## src/rtl/boot_pkg.sv

```systemverilog
package boot_pkg;

  typedef enum logic [2:0] {
    BS_RESET = 3'd0,
    BS_INIT  = 3'd1,
    BS_HALT  = 3'd2,
    BS_FETCH = 3'd3,
    BS_RUN   = 3'd4
  } boot_state_e;

endpackage

```

## src/rtl/boot_mode_latch.sv

```systemverilog
module boot_mode_latch #(
  parameter int CTL_W    = 16,
  parameter int HALT_BIT = 15
) (
  input  logic             clk,
  input  logic             rst_n,
  input  logic             host_sel_i,
  input  logic             start_i,
  input  logic             ctl_we_i,
  input  logic [CTL_W-1:0] ctl_wdata_i,
  output logic             mode_host_o,
  output logic             halt_eff_o
);

  logic smp_q;
  logic mode_q, mode_d;
  logic halt_q, halt_d;
  logic clr;

  // Sample the chip-select level only while reset is held: the last value stays.
  always_ff @(posedge clk) begin
    if (!rst_n) smp_q <= host_sel_i;
  end

  assign clr = ctl_we_i & ~ctl_wdata_i[HALT_BIT];

  always_comb begin
    mode_d = mode_q;
    halt_d = halt_q & ~clr;
    if (start_i) begin
      mode_d = smp_q;
      halt_d = smp_q;
    end
  end

  always_ff @(posedge clk or negedge rst_n) begin
    if (!rst_n) begin
      mode_q <= 1'b0;
      halt_q <= 1'b0;
    end else begin
      mode_q <= mode_d;
      halt_q <= halt_d;
    end
  end

  assign mode_host_o = mode_q;
  assign halt_eff_o  = halt_q & ~clr;

endmodule

```

## src/rtl/boot_init_ctr.sv

```systemverilog
module boot_init_ctr #(
  parameter int N_INIT = 8
) (
  input  logic clk,
  input  logic rst_n,
  input  logic step_i,
  output logic last_o
);

  localparam int CW = $clog2(N_INIT + 1);
  localparam logic [CW-1:0] LAST = CW'(N_INIT - 1);

  logic [CW-1:0] cnt_q, cnt_d;

  always_comb begin
    cnt_d = cnt_q;
    if (step_i) cnt_d = cnt_q + 1'b1;
  end

  always_ff @(posedge clk or negedge rst_n) begin
    if (!rst_n) cnt_q <= '0;
    else        cnt_q <= cnt_d;
  end

  assign last_o = (cnt_q == LAST);

endmodule

```

## src/rtl/boot_ref_timer.sv

```systemverilog
module boot_ref_timer #(
  parameter int INTERVAL = 32
) (
  input  logic clk,
  input  logic rst_n,
  input  logic run_i,
  input  logic load_i,
  output logic pend_o
);

  localparam int TW = (INTERVAL > 2) ? $clog2(INTERVAL) : 1;
  localparam logic [TW-1:0] RELOAD = TW'(INTERVAL - 1);

  logic [TW-1:0] tmr_q, tmr_d;
  logic          pend_q, pend_d;

  always_comb begin
    tmr_d  = tmr_q;
    pend_d = pend_q;
    if (load_i) begin
      tmr_d  = RELOAD;
      pend_d = 1'b0;
    end else if (run_i && !pend_q) begin
      if (tmr_q == '0) pend_d = 1'b1;
      else             tmr_d  = tmr_q - 1'b1;
    end
  end

  always_ff @(posedge clk or negedge rst_n) begin
    if (!rst_n) begin
      tmr_q  <= '0;
      pend_q <= 1'b0;
    end else begin
      tmr_q  <= tmr_d;
      pend_q <= pend_d;
    end
  end

  assign pend_o = pend_q;

endmodule

```

## src/rtl/boot_seq_top.sv

```systemverilog
module boot_seq_top
  import boot_pkg::*;
#(
  parameter int              N_INIT       = 8,
  parameter int              REF_INTERVAL = 32,
  parameter int              CTL_W        = 16,
  parameter int              HALT_BIT     = 15,
  parameter int              ADDR_W       = 32,
  parameter logic [ADDR_W-1:0] VEC_ADDR   = 32'hFFFF_FFE0
) (
  input  logic              clk,
  input  logic              rst_n,
  input  logic              host_sel,
  input  logic              ctl_we,
  input  logic [CTL_W-1:0]  ctl_wdata,
  output logic              ref_req,
  input  logic              ref_ack,
  output logic              host_acc_ok,
  output logic              vec_req,
  input  logic              vec_ack,
  output logic [ADDR_W-1:0] vec_addr,
  output logic              exec_go,
  output logic [2:0]        boot_state
);

  boot_state_e state_q, state_d;

  logic start, mode_host, halt_eff;
  logic init_step, init_last, init_done;
  logic post_init, ref_pend, ref_load, vec_fire;

  assign start     = (state_q == BS_RESET);
  assign init_step = (state_q == BS_INIT) & ref_ack;
  assign init_done = init_step & init_last;
  assign post_init = (state_q == BS_HALT) | (state_q == BS_FETCH) | (state_q == BS_RUN);
  assign ref_load  = init_done | (ref_pend & ref_ack);
  assign vec_fire  = vec_req & vec_ack;

  boot_mode_latch #(.CTL_W(CTL_W), .HALT_BIT(HALT_BIT)) u_mode (
    .clk         (clk),
    .rst_n       (rst_n),
    .host_sel_i  (host_sel),
    .start_i     (start),
    .ctl_we_i    (ctl_we),
    .ctl_wdata_i (ctl_wdata),
    .mode_host_o (mode_host),
    .halt_eff_o  (halt_eff)
  );

  boot_init_ctr #(.N_INIT(N_INIT)) u_init (
    .clk    (clk),
    .rst_n  (rst_n),
    .step_i (init_step),
    .last_o (init_last)
  );

  boot_ref_timer #(.INTERVAL(REF_INTERVAL)) u_tmr (
    .clk    (clk),
    .rst_n  (rst_n),
    .run_i  (post_init),
    .load_i (ref_load),
    .pend_o (ref_pend)
  );

  always_comb begin
    state_d = state_q;
    unique case (state_q)
      BS_RESET: state_d = BS_INIT;
      BS_INIT:  if (init_done) state_d = (mode_host && halt_eff) ? BS_HALT : BS_FETCH;
      BS_HALT:  if (!halt_eff) state_d = BS_FETCH;
      BS_FETCH: if (vec_fire)  state_d = BS_RUN;
      BS_RUN:   state_d = BS_RUN;
      default:  state_d = BS_RESET;
    endcase
  end

  always_ff @(posedge clk or negedge rst_n) begin
    if (!rst_n) state_q <= BS_RESET;
    else        state_q <= state_d;
  end

  assign ref_req     = (state_q == BS_INIT) | ref_pend;
  assign vec_req     = (state_q == BS_FETCH) & ~ref_pend;
  assign vec_addr    = vec_req ? VEC_ADDR : '0;
  assign host_acc_ok = mode_host & post_init;
  assign exec_go     = (state_q == BS_RUN);
  assign boot_state  = state_q;

endmodule

```

## config.mk

```make
export PLATFORM = sky130hd
export DESIGN_NAME = boot_seq_top
export DESIGN_NICKNAME = d
export VERILOG_FILES = /design/src/rtl/boot_pkg.sv /design/src/rtl/boot_mode_latch.sv /design/src/rtl/boot_init_ctr.sv /design/src/rtl/boot_ref_timer.sv /design/src/rtl/boot_seq_top.sv
export SDC_FILE = /design/constraint.sdc
export NUM_CORES = 1
export LEC_CHECK = 0
export ABC_CLOCK_PERIOD_IN_PS = 9000
export CAP_MARGIN = 20
export CORE_UTILIZATION = 41
export DETAILED_ROUTE_END_ITERATION = 16
export PLACE_DENSITY = 0.85
export SETUP_SLACK_MARGIN = 0.3
export SLEW_MARGIN = 25
export SYNTH_ARGS = -nofsm -noshare
export SYNTH_HDL_FRONTEND = slang
export SYNTH_SLANG_ARGS = --single-unit
```

## constraint.sdc

```tcl
create_clock -name clk -period 9 [get_ports clk]
set_input_delay 2.25 -clock clk [delete_from_list [all_inputs] [get_ports clk]]
set_output_delay 2.25 -clock clk [all_outputs]
set_load 0.1 [all_outputs]
```

# After elaboration in Yosys (flattened, before gate mapping)
# Cells that the tools add are included.
# totals
elab_cells,56
ff_bits,16
output_inout_bits,39
in_bits,22
# op_classes
n_eq_ne,9
bitwise_logic,15
n_reduce_logical,10
addsub,2
mux,13
# ops
op,n
$mux 32,1
$mux 5,3
$pmux 3 s5,1
$mux 3,3
$and 1x1->1,8
$ne 2x2->1 const B,4
$eq 3x2->1 const B,2
$logic_not 5->1,1
$mux 1,5
$sub 5x1->5 const B,1
$add 4x1->4 const B,1
$eq 4x3->1 const B,1
$or 1x1->1,4
$reduce_and 2->1,2
$reduce_bool 2->1,2
$eq 3x1->1 const B,1
$eq 3x3->1 const B,1
$logic_not 3->1,1
$not 1->1,3
$reduce_and 3->1,1
$logic_and 1x1->1,2
$logic_not 1->1,1

# Logic depth before layout (Yosys ltp)
# logic_depth
ltp_word,8
mapped_depth,6
depth_no_buf,6

# Modules after synthesis
# A second synthesis with hierarchy kept.
# unflattened
hier_cells,121
hier_area_um2,1156.1
# modules_own_cells
module,area_each_um2,instances,cells_per_inst
boot_seq_top,526.8,1,66
boot_ref_timer,330.3,1,31
boot_init_ctr,167.7,1,13
boot_mode_latch,131.4,1,11

# Least setup slack after synthesis
# OpenSTA, ideal clock, no wires.
# synth_timing
kind,register to output
from,"reg state_q[0], in the netlist boot_state[0]"
to,out vec_addr[10]
path_stages_with_launch,5
arrival_ps,6810
n_path_buf,2
required_ps,6750
slack_ps,-60
path_cell_list,dfrtp_1 -> buf_2 -> inv_1 -> nor4_1 -> buf_4
# synth_via
elab_chain_len,3
# synth_lines
item,line,source
from (decl),boot_seq_top.sv:26,"boot_state_e state_q, state_d;"
from (signal assigned),boot_seq_top.sv:79,else state_q <= state_d;
$eq 3x2->1,boot_seq_top.sv:83,assign vec_req = (state_q == BS_FETCH) & ~ref_pend;
$and 1x1->1,boot_seq_top.sv:83,
via vec_req,boot_seq_top.sv:19,"output logic vec_req,"
$mux 32,boot_seq_top.sv:84,assign vec_addr = vec_req ? VEC_ADDR : '0;
to (decl),boot_seq_top.sv:21,"output logic [ADDR_W-1:0] vec_addr,"
# The timed path passes the listed nets, and every way through them passes these cells.

# Final worst setup path
# layout_timing
from,"reg state_q[0], in the netlist boot_state[0]"
to,out vec_addr[22]
# layout_via
elab_chain_len,3
# layout_lines
item,line
$eq 3x2->1,boot_seq_top.sv:83
$and 1x1->1,boot_seq_top.sv:83
$mux 32,boot_seq_top.sv:84
# No other way between the ends.

==> reports/qor.yml <==
antenna_cells: 0
crit_arrival_ns: 2.81
wl_per_cell_um: 11.6
ys_seq_area_frac: 0.381
tightest_slew_ns: 0.993
grt_max_degree: 29
syn_area_um2: 1060
clkSinkCount: 16
required_ns: 6.75
syn_inst: 113
startpoint_type: "register"
rows: 18
reg2reg_depth: 4
status: "finished clean"
synth-seq-cells: 16
r2r-start: "boot_state[2]"
fin_skew_ns: 0.00392
slowest_delay_ns: 1.16
cts.clk_slew.worst_paths_ns: 0.09
drive_gt1_frac: 0.0787
r2r_end: "u_tmr.tmr_q[3]"
setup_tns_ns: 0
die_x_um: 52.9
cts_buffers: 3
max_freq_mhz: 198
cp_cell_sequence: "inv_1 -> nor4_4 -> buf_4 -> clkdlybuf4s50_1"
die_area_um2: 2800
drv_slew: 0
fin_crit_ns: 5.06
most-common-layout-cells: "clkdlybuf4s50_1 (40), dfrtp_1 (15), inv_1 (9)"
critPathMaxFanout: 20
grt_setup_unrepaired: "false"
drc: 0
slowest_stage: "clkdlybuf4s50_1"
cts_resized: 0
hp-start: "u_mode.smp_q"
ys_warn_count: 0
vias: 746
chipHeight_um: 52.9
setup_viol: 0
ios: 61
first_global_vias: 675
slew_headroom: 0.336
dp_hpwl_um: 1450
avgSynthCellArea_um2: 9.41
max-clock-path-buffers: 2
layout.nets: 152
root_buffer: "clkbuf_4"
cts_setup_buffers: 0
dr.pass1.iters: 4
area_delta_synth_final_pct: 24.2
gp_congestion: 0.793
io_buffer_count: 40
holdBufCountCts: 0
min_path_type: "reg2reg"
clkLatencyLatePin_ns: 0.28
start_util: 0.433
antenna_found_initial: 0
drt_iter0_markers: 11
place_area_um2: 1280
grt_pass1_wl_um: 2830
final_area_um2: 1320
fin_crit_sh: 0.562
hold_viol_final: 0
cp-end-kind: "output pin"
core_um2: 2450
cap_viol_max_count: 0
via_per_inst: 4.75
drtAntennaViolNets: 0
track_usage: 0.139
r2r_slack_ns: 7.23
whs_ns: 0.479
grt-ovfl-total: 0
htreeDepth: 1
layout_commonest_cell: "clkdlybuf4s50_1"
hold_path_depth: 2
ys_types: 34
wirelength_um: 1820
cts_tree: "built"
crit_type: "reg2out"
min_delay_worst_endpoint: "u_mode.halt_q"
==> metrics by stage <==
stage | cells | util | setup slack (ns)
after floorplan | 117 | - | 2.07
after global placement | 152 | 0.520 | 4.03
after detailed placement | 152 | 0.520 | 3.91
after CTS | 156 | 0.535 | 3.58
after global routing | 157 | 0.538 | 3.76
final | 157 | 0.538 | 3.94
==> layer usage <==
layer	track usage	vias to the layer above	routed length (µm)
li1	-	367	-
met1	0.171	335	812
met2	0.241	42	844
met3	0.0259	2	155
met4	0.0439	0	4
met5	0	-	0
==> area by class of cell <==
class	instances	area, µm²
clock buffer	4	36.3
fill	203	1130
inverter	10	37.5
multi-input combinational	56	397
sequential	16	405
tap	30	37.5
timing repair buffer	41	408
==> how the worst max path moves through the flow <==
stage / from / to
5_1_grt: boot_state[0] / vec_addr[30]
3_3_place_gp: boot_state[0] / vec_addr[10]
2_1_floorplan: boot_state[0] / vec_addr[10]
4_1_cts: boot_state[0] / vec_addr[22]
6_report: boot_state[0] / vec_addr[22]
3_5_place_dp: boot_state[0] / vec_addr[22]
==> kinds of logic after synthesis <==
family | after synthesis | synth area share
AOI/OAI and AO/OA | 19 | 0.131
xor gates and xnor gates | 4 | 0.0329
DFF | 16 | 0.381
muxes | 1 | 0.0106
other | 1 | 0.00353
buffers and inverters | 45 | 0.274
adders and majority gates | 2 | 0.0235
and+or+nand+nor | 25 | 0.144
==> cells in the mapped netlist (all sizes together) <==
| library cell | n | share of area |
|---|---|---|
| buf | 34 | 0.24 |
| dfrtp | 15 | 0.35 |
| inv | 9 | 0.032 |
| o21ai | 7 | 0.033 |
| a21oi | 5 | 0.024 |
| nand2 | 5 | 0.018 |
| nor2 | 4 | 0.014 |
| nor2b | 3 | 0.018 |
| xnor2 | 3 | 0.025 |
| a211oi | 2 | 0.026 |
| and3 | 2 | 0.012 |
| and4b | 2 | 0.019 |
| ha | 2 | 0.024 |
| nand4 | 2 | 0.012 |
| nor3 | 2 | 0.0094 |
| a21o | 1 | 0.0071 |
| a2bb2oi | 1 | 0.0082 |
| a311oi | 1 | 0.0082 |
| a32oi | 1 | 0.015 |
| a41o | 1 | 0.0094 |
| and2 | 1 | 0.0059 |
| clkbuf | 1 | 0.0035 |
| clkinv | 1 | 0.0035 |
| conb | 1 | 0.0035 |
| edfxtp | 1 | 0.028 |
| mux2 | 1 | 0.011 |
| nand2b | 1 | 0.0059 |
| nor4 | 1 | 0.0059 |
| nor4b | 1 | 0.014 |
| or3b | 1 | 0.011 |
| xor2 | 1 | 0.0082 |
==> sequential cells by signal, summed over array words and instances, names as in the netlist <==
| signal | count |
|---|---|
| u_mode.mode_host_o | 1 |
| u_tmr.pend_o | 1 |
| u_init.cnt_q | 4 |
| u_tmr.tmr_q | 5 |
| u_mode.smp_q | 1 |
| u_mode.halt_q | 1 |
| boot_state | 3 |
==> worst max-delay path, delay by kind of cell, from the launching register on <==
family                 cells  cell delay (ns)
AND/OR/NAND/NOR            1             0.40
buffers and inverters      3             1.58
flip-flops                 1             0.54
Power is not shown: default switching activity piles up to over one toggle a cycle in this logic, so the estimate is an artifact.
